File: src/rtl/pwr_gate_pkg.sv
package pwr_gate_pkg;
  localparam int unsigned NUM_UNITS = 6;
  localparam int unsigned NUM_REQ   = 3;

  typedef enum logic [2:0] {
    U_VADC  = 3'd0,
    U_ACQ   = 3'd1,
    U_SLICE = 3'd2,
    U_DISP  = 3'd3,
    U_CADC  = 3'd4,
    U_DAC   = 3'd5
  } unit_e;

  typedef logic [NUM_UNITS-1:0] unit_vec_t;
  typedef logic [NUM_REQ-1:0]   req_vec_t;

  // units stopped by slow-down
  localparam unit_vec_t SLOW_STOP = unit_vec_t'((1 << U_ACQ) | (1 << U_SLICE) | (1 << U_DISP));
endpackage

File: src/rtl/pwr_psave_reg.sv
module pwr_psave_reg
  import pwr_gate_pkg::*;
#(
  parameter unit_vec_t RST_VAL = '1
) (
  input  logic      clk_i,
  input  logic      rst_ni,
  input  logic      we_i,
  input  unit_vec_t wdata_i,
  output unit_vec_t q_o
);
  unit_vec_t q;

  always_ff @(posedge clk_i or negedge rst_ni) begin
    if (!rst_ni)   q <= RST_VAL;
    else if (we_i) q <= wdata_i;
  end

  assign q_o = q;
endmodule

File: src/rtl/pwr_slow_div.sv
module pwr_slow_div #(
  parameter int unsigned DIV_RATIO = 4,
  localparam int unsigned CW       = (DIV_RATIO > 2) ? $clog2(DIV_RATIO) : 1,
  localparam logic [CW-1:0] LAST   = CW'(DIV_RATIO - 1)
) (
  input  logic clk_i,
  input  logic rst_ni,
  input  logic slow_i,
  output logic slow_o,
  output logic clk_en_o
);
  logic [CW-1:0] phase;
  logic          slow_q;
  logic          at_end;

  assign at_end = (phase == LAST);

  always_ff @(posedge clk_i or negedge rst_ni) begin
    if (!rst_ni) begin
      phase  <= '0;
      slow_q <= 1'b0;
    end else begin
      phase <= at_end ? '0 : phase + 1'b1;
      if (at_end) slow_q <= slow_i;  // adopt only at period boundary
    end
  end

  assign slow_o   = slow_q;
  assign clk_en_o = !slow_q || (phase == '0);
endmodule

File: src/rtl/pwr_unit_gate.sv
module pwr_unit_gate
  import pwr_gate_pkg::*;
(
  input  unit_vec_t psave_i,
  input  logic      idle_i,
  input  logic      slow_i,
  input  req_vec_t  req_i,
  output unit_vec_t en_o,
  output logic      wake_en_o,
  output req_vec_t  req_o
);
  for (genvar i = 0; i < NUM_UNITS; i++) begin : g_unit
    if (SLOW_STOP[i]) begin : g_slowed
      assign en_o[i] = psave_i[i] & ~idle_i & ~slow_i;
    end else begin : g_plain
      assign en_o[i] = psave_i[i] & ~idle_i;
    end
  end

  for (genvar j = 0; j < NUM_REQ; j++) begin : g_req
    assign req_o[j] = req_i[j] & ~slow_i;
  end

  assign wake_en_o = idle_i;
endmodule

File: src/rtl/pwr_gate_ctrl.sv
module pwr_gate_ctrl
  import pwr_gate_pkg::*;
#(
  parameter int unsigned DIV_RATIO = 4,
  parameter unit_vec_t   PSAVE_RST = '1
) (
  input  logic       clk_i,
  input  logic       rst_ni,
  input  logic       psave_we_i,
  input  logic [5:0] psave_wdata_i,
  input  logic       idle_i,
  input  logic       slow_i,
  input  logic [2:0] bus_req_i,
  output logic [5:0] unit_en_o,
  output logic       wake_en_o,
  output logic       clk_en_o,
  output logic       slow_o,
  output logic [2:0] bus_req_o
);
  unit_vec_t psave_q;
  logic      slow_eff;

  pwr_psave_reg #(.RST_VAL(PSAVE_RST)) u_psave (
    .clk_i   (clk_i),
    .rst_ni  (rst_ni),
    .we_i    (psave_we_i),
    .wdata_i (psave_wdata_i),
    .q_o     (psave_q)
  );

  pwr_slow_div #(.DIV_RATIO(DIV_RATIO)) u_div (
    .clk_i    (clk_i),
    .rst_ni   (rst_ni),
    .slow_i   (slow_i),
    .slow_o   (slow_eff),
    .clk_en_o (clk_en_o)
  );

  pwr_unit_gate u_gate (
    .psave_i   (psave_q),
    .idle_i    (idle_i),
    .slow_i    (slow_eff),
    .req_i     (bus_req_i),
    .en_o      (unit_en_o),
    .wake_en_o (wake_en_o),
    .req_o     (bus_req_o)
  );

  assign slow_o = slow_eff;
endmodule

File: config.mk
export PLATFORM = sky130hd
export DESIGN_NAME = pwr_gate_ctrl
export DESIGN_NICKNAME = d
export VERILOG_FILES = /design/src/rtl/pwr_gate_pkg.sv /design/src/rtl/pwr_psave_reg.sv /design/src/rtl/pwr_slow_div.sv /design/src/rtl/pwr_unit_gate.sv /design/src/rtl/pwr_gate_ctrl.sv
export SDC_FILE = /design/constraint.sdc
export NUM_CORES = 1
export LEC_CHECK = 0
export ABC_CLOCK_PERIOD_IN_PS = 2200
export BUFFER_PORTS_ARGS = -buffer_cell sky130_fd_sc_hd__clkbuf_2
export CORE_MARGIN = 2
export CORE_UTILIZATION = 33
export DETAILED_ROUTE_END_ITERATION = 8
export GPL_TIMING_DRIVEN = 0
export SLEW_MARGIN = 0
export SYNTH_ARGS = -nofsm -noshare
export SYNTH_HDL_FRONTEND = slang
export SYNTH_SLANG_ARGS = --single-unit
File: constraint.sdc
create_clock -name clk_i -period 2.2 [get_ports clk_i]
set_input_delay 0.22 -clock clk_i [delete_from_list [all_inputs] [get_ports clk_i]]
set_output_delay 0.22 -clock clk_i [all_outputs]
set_load 0.03 [all_outputs]
Word level (Yosys, flattened, before mapping)
Index checks and enable logic that the tools add are counted.
- register bits after elaboration: 9
- memories: 0
- bits of input ports: 14
- word-level logic and storage cells: 23
- output and inout bits: 12
- bits in latches: 0
- memory bits (writable): 0
- bits in read-only memories: 0
- bitwise operators: 14
- reductions and logical operators: 3
- magnitude comparators: 0
- multipliers: 0
- multiplexer cells: 1
- $add $sub $neg: 1
- shift-type cells: 0
- eq/ne operators: 1
- divide/modulo/power cells: 0
- operator list (cell ; number):
    bitwise AND 1 bit ; 12
    adder 2 x 1 -> 2 bit, second input constant ; 1
    equality test 2 bit, second input constant ; 1
    logical NOT 2 bit ; 1
    two-way mux 2 bit ; 1
    NOT 1 bit ; 2
    logical NOT 1 bit ; 1
    logical OR 1 bit ; 1

Depth between registers and ports, before layout
Gate-level depths: netlist of the first run.
- word-level depth: 3
- gate-level depth with buffers: 3
- gate-level depth less buffers: 3

Cells and area by module
A second synthesis of the first run with hierarchy kept.
- cell total of the unflattened synthesis: 33
- area, all modules: 459.2 um2
- modules (own cells, without submodules) (module ; instances ; cells an instance ; area each (um2) ; sequential area each (um2)):
    pwr_psave_reg ; 1 ; 13 ; 259.0 ; 157.7
    pwr_slow_div ; 1 ; 10 ; 132.6 ; 75.1
    pwr_unit_gate ; 1 ; 10 ; 67.6 ; 0.0

Worst setup path before layout of the first run
No wires, ideal clock.
- kind: register -> output
- start point: register u_div.slow_q (netlist: u_div.slow_o)
- end point: output port unit_en_o[1]
- path buffers: 0
- data required time: 1.980 ns
- path slack: 0.649 ns
- cell stages (with the launch flop): 2
- arrival time: 1.331 ns
- cells stage by stage: dfrtp_1 -> nor3b_1
- word-level cells in the longest chain between the ends: 2
- RTL lines (what ; line ; source):
    start: declaration ; pwr_slow_div.sv:13 ; logic slow_q;
    start signal: assignment ; pwr_slow_div.sv:24 ; if (at_end) slow_q <= slow_i;
    NOT 1 bit ; pwr_unit_gate.sv:14 ; assign en_o[i] = psave_i[i] & ~idle_i & ~slow_i;
    bitwise AND 1 bit ; pwr_unit_gate.sv:14 ;
    end: declaration ; pwr_gate_ctrl.sv:14 ; output logic [5:0] unit_en_o,
No other way between the ends.

Final worst setup path of the first run
- start point: register u_psave.q[3] (netlist: u_psave.q_o[3])
- end point: output port unit_en_o[3]
- word-level cells in the longest chain between the ends: 2
- RTL lines (what ; line ; source):
    start: declaration ; pwr_psave_reg.sv:12 ; unit_vec_t q;
    start signal: assignment ; pwr_psave_reg.sv:16 ; else if (we_i) q <= wdata_i;
    bitwise AND 1 bit (2 in a row) ; pwr_unit_gate.sv:14 ;
No other way between the ends.

==> impl_metrics.py, run 1 <==
metrics = {
    "route": {
        "detail_route.iter0.violations": 1,
        "vias": 319,
        "vias_per_cell": 4.14,
        "drc": 0,
        "wl_cell_um": 10.1,
        "drtPass1Iterations": 4,
        "route.antenna.remaining_nets": 0,
        "routed_wirelength_um": 780,
    },
    "timing": {
        "final_period_minus_worst_setup_slack_ns": 1.42,
        "measured_slew_at_the_worst_slew_check_pin_ns": 0.256,
        "slew-limit-headroom_pct": 82.9,
        "setup-tns-final_ns": 0,
        "rsz0062_at_grt": "no",
        "setup_viol": 0,
        "final.setup_skew_ns": 0.000266,
        "timing.final.max_slew_violations": 0,
        "max_freq_mhz": 702,
        "final_critical_path_setup_slack_ns": 0.776,
        "timing.final.hold_violations": 0,
        "min_period_over_period_pct": 64.7,
    },
    "finish": {
        "antennaDiodeCount": 0,
        "fillerInstances": 132,
        "layout.cells.most_common": "clkbuf_2",
        "syn2layout_area_growth_pct": 38.5,
        "regArea_sq_um": 233,
        "final_cell_mix": "clkbuf_2, nor2b_1, mux2_4, dfstp_2",
        "final_nets": 79,
        "final_core_utilization_pct": 48.5,
        "multi_input_area_sq_um": 196,
        "layout-drive-gt1-share_pct": 67.7,
    },
    "cts": {
        "cts-resized-gates": 0,
        "ctsRootBufferMaster": "clkbuf_4",
        "cts_tree": "yes",
        "holdBufCountCts": 1,
        "cts_buffer_depth": 2,
        "cts_buffers": 3,
        "clkLatencyLatePin_ns": 0.25,
        "post_cts.repair.setup_buffers": 0,
        "clock-sinks": 9,
        "htree_levels": 1,
        "clock_pin_slew_on_the_worst_setup_and_hold_paths_ns": 0.06,
    },
    "die": {
        "fp-row-count": 13,
        "die-area_sq_um": 1690,
        "die_width_um": 41.2,
        "pin_count": 26,
        "initial_cell_density_of_the_core_pct": 35.0,
        "core-area_sq_um": 1300,
        "vertical_die_dimension_um": 41.2,
    },
    "synthesis": {
        "yosys.area.top_type_share_pct": 34.6,
        "synth-seq-cells": 9,
        "syn-cell-area_sq_um": 455,
        "yosys-top-cells-area": "dfstp_2, mux2_4, dfrtp_1",
        "synth.yosys.seq_area_share_pct": 51.1,
        "synthesis.yosys.warnings": 0,
        "synthesis.area_per_instance_sq_um": 13.8,
        "unique_cell_type_count_in_the_yosys_netlist": 12,
        "netlist_instances": 33,
        "mapped_nets": 49,
        "post-synth-top-area-cell": "dfstp_2",
    },
    "pwr": {
        "cell_area_power_density_nw_per_um2": 639,
        "max-vdd-ir-drop_v": 0.000324,
        "p_leak_nw": 0.331,
        "total_power_consumption_of_the_routed_design_mw": 0.403,
    },
    "outcome": {
        "run_status": "complete, no violations",
    },
    "placed_design": {
        "dpl.hpwl_um": 618,
        "place.port_buffers": 24,
        "gp_congestion": 0.600,
        "worst_slack_at_placement_ns": 1.07,
    },
    "grt": {
        "grt_usage_pct": 11.4,
        "number_of_antenna_violations_at_the_first_check_in_global_routing": 0,
        "grt_first_pass_wirelength_um": 1190,
        "grt_max_degree": 10,
        "first_global_vias": 286,
        "overflow_left_after_global_routing": 0,
        "grt_use_met2_pct": 14.8,
        "top_usage_layer": "met1",
        "gr-usage-met3_pct": 3.26,
        "groute.layer.met1.usage_pct": 15.2,
    },
    "min_path": {
        "hold_class": "primary input to flop",
    },
    "setup_path": {
        "worst-endpoint-required_ns": 1.98,
        "crit_arrival_ns": 1.20,
        "end_kind": "primary output",
        "criticalPathCategory": "flop to primary output",
        "kind_of_launch_point_of_the_worst_setup_path": "flop",
        "critical_path.max_fanout": 2,
    },
    "flow_run": {
        "cap_violations": 0,
    },
}
## state kept, by name, summed over array words and instances (netlist names)
register and count:
u_div.phase 2, u_div.slow_o 1, u_psave.q_o 6
## stage by stage
stage	instance area, sq um	hold slack, ns	std cells
floorplan	455	-0.0756	33
global placement	594	0.0866	72
detailed placement	594	0.0840	72
CTS	631	0.187	77
global route	631	0.193	77
finish	631	0.199	77
## power by group
group,switching (mW),internal [mW]
registers,0.00743,0.186
logic,0.0464,0.0427
clock network,0.0510,0.0695
## worst max-delay path: stages (launching register included)
cell      delay, ns
dfstp_2        0.53
nor3b_1        0.19
clkbuf_2       0.24
## kinds of logic (layout without fill, tap and decap cells)
kind of cell | Yosys count | count (layout) | share of synthesized area (%)
buffers and inverters | 4 | 33 | 5.77
AND/OR/NAND/NOR | 11 | 11 | 15.4
flip-flops | 9 | 9 | 51.1
multiplexers | 7 | 7 | 22.3
adder cells (fa/ha/maj) | 2 | 2 | 5.49
## worst paths after layout
| kind | startpoint | slack [ns] | end | cells after the start |
|---|---|---|---|---|
| min in group asynchronous | rst_ni | 0.35 | u_div.phase[1] | 2 |
| worst max register to register | u_div.phase[0] | 1.20 | u_div.slow_o | 2 |
| worst min register to register | u_div.phase[0] | 0.46 | u_div.phase[0] | 1 |
| worst min-delay path | psave_wdata_i[0] | 0.20 | u_psave.q_o[0] | 2 |
| worst max-delay path | u_psave.q_o[3] | 0.78 | unit_en_o[3] | 2 |
| max in group asynchronous | rst_ni | 1.60 | u_psave.q_o[1] | 2 |
## cell type report
cell class,count,share of cell area [%]
buffer,2,2.98
clock buffer,4,4.17
inverter,2,1.19
multi-input combinational,20,31.2
sequential,9,36.9
tap,15,2.98
timing repair buffer,25,20.6
## synth_stat cells
cell type / count
buf_6: 1
mux2_2: 1
ha_1: 2
buf_4: 1
inv_1: 2
nor3b_1: 3
nand2b_1: 1
nor2b_1: 6
mux2_4: 6
dfstp_2: 6
dfrtp_1: 3
nor2_1: 1
## metal layers
layer,up-vias,share of wire [%]
met2,13,43
li1,164,-
met1,140,49
met4,0,0.90
met5,-,0
met3,2,7.2
(Power assumes the default switching activity.)
==> run 2: changes to the inputs <==
Settings changed: ABC_CLOCK_PERIOD_IN_PS 2200 to 1420.
Clock period 2.2 ns to 1.42 ns, I/O delays scaled along.
==> impl_metrics.py, run 2 (synthesis gave the netlist of run 1 again) <==
metrics = {
    "outcome": {
        "run_status": "complete, no violations",
    },
    "setup_path": {
        "worst_r2r_startpoint": "u_div.phase[0]",
        "crit_path_top_delay_cell": "dfstp_2",
        "worst-endpoint-required_ns": 1.28,
        "r2r_setup_slack_ns": 0.42,
        "critical_path.cell_chain": "nor3b_1 > buf_2",
        "worst_r2r_endpoint": "u_div.slow_o",
        "end_kind": "primary output",
        "setup.worst_path.end": "unit_en_o[3]",
        "kind_of_launch_point_of_the_worst_setup_path": "flop",
        "critical_path_buf_inv_count": 1,
        "critical_path.max_stage_delay_ns": 0.53,
        "critPathLaunch": "u_psave.q_o[3]",
        "critical_path.max_fanout": 2,
        "crit_arrival_ns": 1.18,
        "stages_on_the_worst_setup_path": 2,
        "ff2ff_path_depth": 2,
        "path_delay_family": "flip-flops",
        "criticalPathCategory": "flop to primary output",
    },
    "cts": {
        "clock-sinks": 9,
        "cts_tree": "yes",
        "cts_buffer_depth": 2,
        "ctsRootBufferMaster": "clkbuf_4",
        "clock_pin_slew_on_the_worst_setup_and_hold_paths_ns": 0.06,
        "htree_levels": 1,
        "post_cts.repair.setup_buffers": 0,
        "clkLatencyLatePin_ns": 0.25,
        "cts_buffers": 3,
    },
    "die": {
        "fp-row-count": 13,
        "initial_cell_density_of_the_core_pct": 35.0,
        "pin_count": 26,
        "die-area_sq_um": 1690,
        "vertical_die_dimension_um": 41.2,
        "core-area_sq_um": 1300,
        "die_width_um": 41.2,
    },
    "placed_design": {
        "post_dp_cell_area_sq_um": 594,
        "gp_congestion": 0.600,
        "placed_cells_incl_taps": 72,
        "dpl.hpwl_um": 618,
        "place.port_buffers": 24,
    },
    "grt": {
        "grt_first_pass_wirelength_um": 1190,
        "grt_max_degree": 10,
        "grt_usage_pct": 11.4,
        "first_global_vias": 286,
        "number_of_antenna_violations_at_the_first_check_in_global_routing": 0,
        "overflow_left_after_global_routing": 0,
    },
    "pwr": {
        "p_leak_nw": 0.331,
        "cell_area_power_density_nw_per_um2": 990,
        "max-vdd-ir-drop_v": 0.000503,
    },
    "flow_run": {
        "cap_violations": 0,
    },
    "finish": {
        "final_nets": 79,
        "final_design_area_no_fill_sq_um": 631,
        "layout-drive-gt1-share_pct": 67.7,
        "fillerInstances": 132,
        "antennaDiodeCount": 0,
        "layout.cells.most_common": "clkbuf_2",
        "layoutNonFillerInstCount": 77,
        "syn2layout_area_growth_pct": 38.5,
        "largest_register_ffs": 6,
        "final_cell_mix": "clkbuf_2, nor2b_1, mux2_4, dfstp_2",
    },
    "route": {
        "routed_wirelength_um": 778,
        "drc": 0,
        "vias_per_cell": 4.16,
        "vias": 320,
        "wl_cell_um": 10.1,
        "drtPass1Iterations": 4,
        "route.antenna.remaining_nets": 0,
        "detail_route.iter0.violations": 1,
    },
    "timing": {
        "max_freq_mhz": 756,
        "setup_viol": 0,
        "timing.final.max_slew_violations": 0,
        "final_period_minus_worst_setup_slack_ns": 1.32,
        "measured_slew_at_the_worst_slew_check_pin_ns": 0.258,
        "slew-limit-headroom_pct": 82.8,
        "rsz0062_at_grt": "no",
        "min_period_over_period_pct": 93.1,
        "final.setup_skew_ns": 0.000266,
        "timing.final.hold_violations": 0,
    },
    "min_path": {
        "hold_class": "primary input to flop",
        "whs_path_depth": 2,
    },
}
-- run 2: changes by cell type in the layout (fill, tap and decap cells not counted) --
| cell | change |
|---|---|
| clkbuf_2 | -1 |
| buf_2 | +1 |
-- run 2: report_power, final --
group | switching [mW] | internal [mW] | total, mW | leakage [nW]
clock | 0.0790 | 0.108 | 0.187 | 0.0150
combinational | 0.0717 | 0.0663 | 0.138 | 0.218
sequential | 0.0116 | 0.288 | 0.300 | 0.0986
-- run 2: metrics by stage --
stage               setup WS, ns  TNS [ns]  hold WS, ns  util, %  total power [mW]
finish                    0.0979         0        0.121     48.5             0.624
global route             0.00368         0        0.115     48.5             0.665
CTS                       0.0787         0        0.109     48.5             0.637
detailed placement         0.367         0      0.00598     45.7             0.441
global placement           0.335         0      0.00865     45.7             0.441
floorplan                -0.0526    -0.158       -0.154        -             0.393
-- run 2: how the worst min path moves through the flow --
stage / slack [ns] / to / start
2_1_floorplan: -0.15 / u_div.phase[0] / rst_ni
3_5_place_dp: 0.006 / u_div.slow_o / rst_ni
4_1_cts: 0.11 / u_psave.q_o[5] / psave_wdata_i[5]
5_1_grt: 0.11 / u_psave.q_o[5] / psave_wdata_i[5]
6_report: 0.12 / u_psave.q_o[0] / psave_wdata_i[0]
3_3_place_gp: 0.009 / u_div.slow_o / rst_ni
-- run 2: layer usage --
layer / up-vias / global-route usage (%) / wire length, um
met5: - / 0 / 0
li1: 164 / - / -
met2: 13 / 14.8 / 331
met1: 141 / 15.2 / 382
met4: 0 / 9.68 / 7
met3: 2 / 3.26 / 57
-- run 2: timing repair --
item	in CTS	in global routing
hold buffers	1	0
endpoints found under the hold margin	9	0
setup endpoints to repair	0	1
resized for setup	0	1
-- run 2: final cells by class --
class	instances	area [sq um]	area share, %
multi-input cells	20	196	31.2
repair buffers	25	130	20.6
well taps	15	18.8	2.98
inverters	2	7.51	1.19
clock buffers	4	26.3	4.17
plain buffers	2	18.8	2.98
flip-flops and latches	9	233	36.9
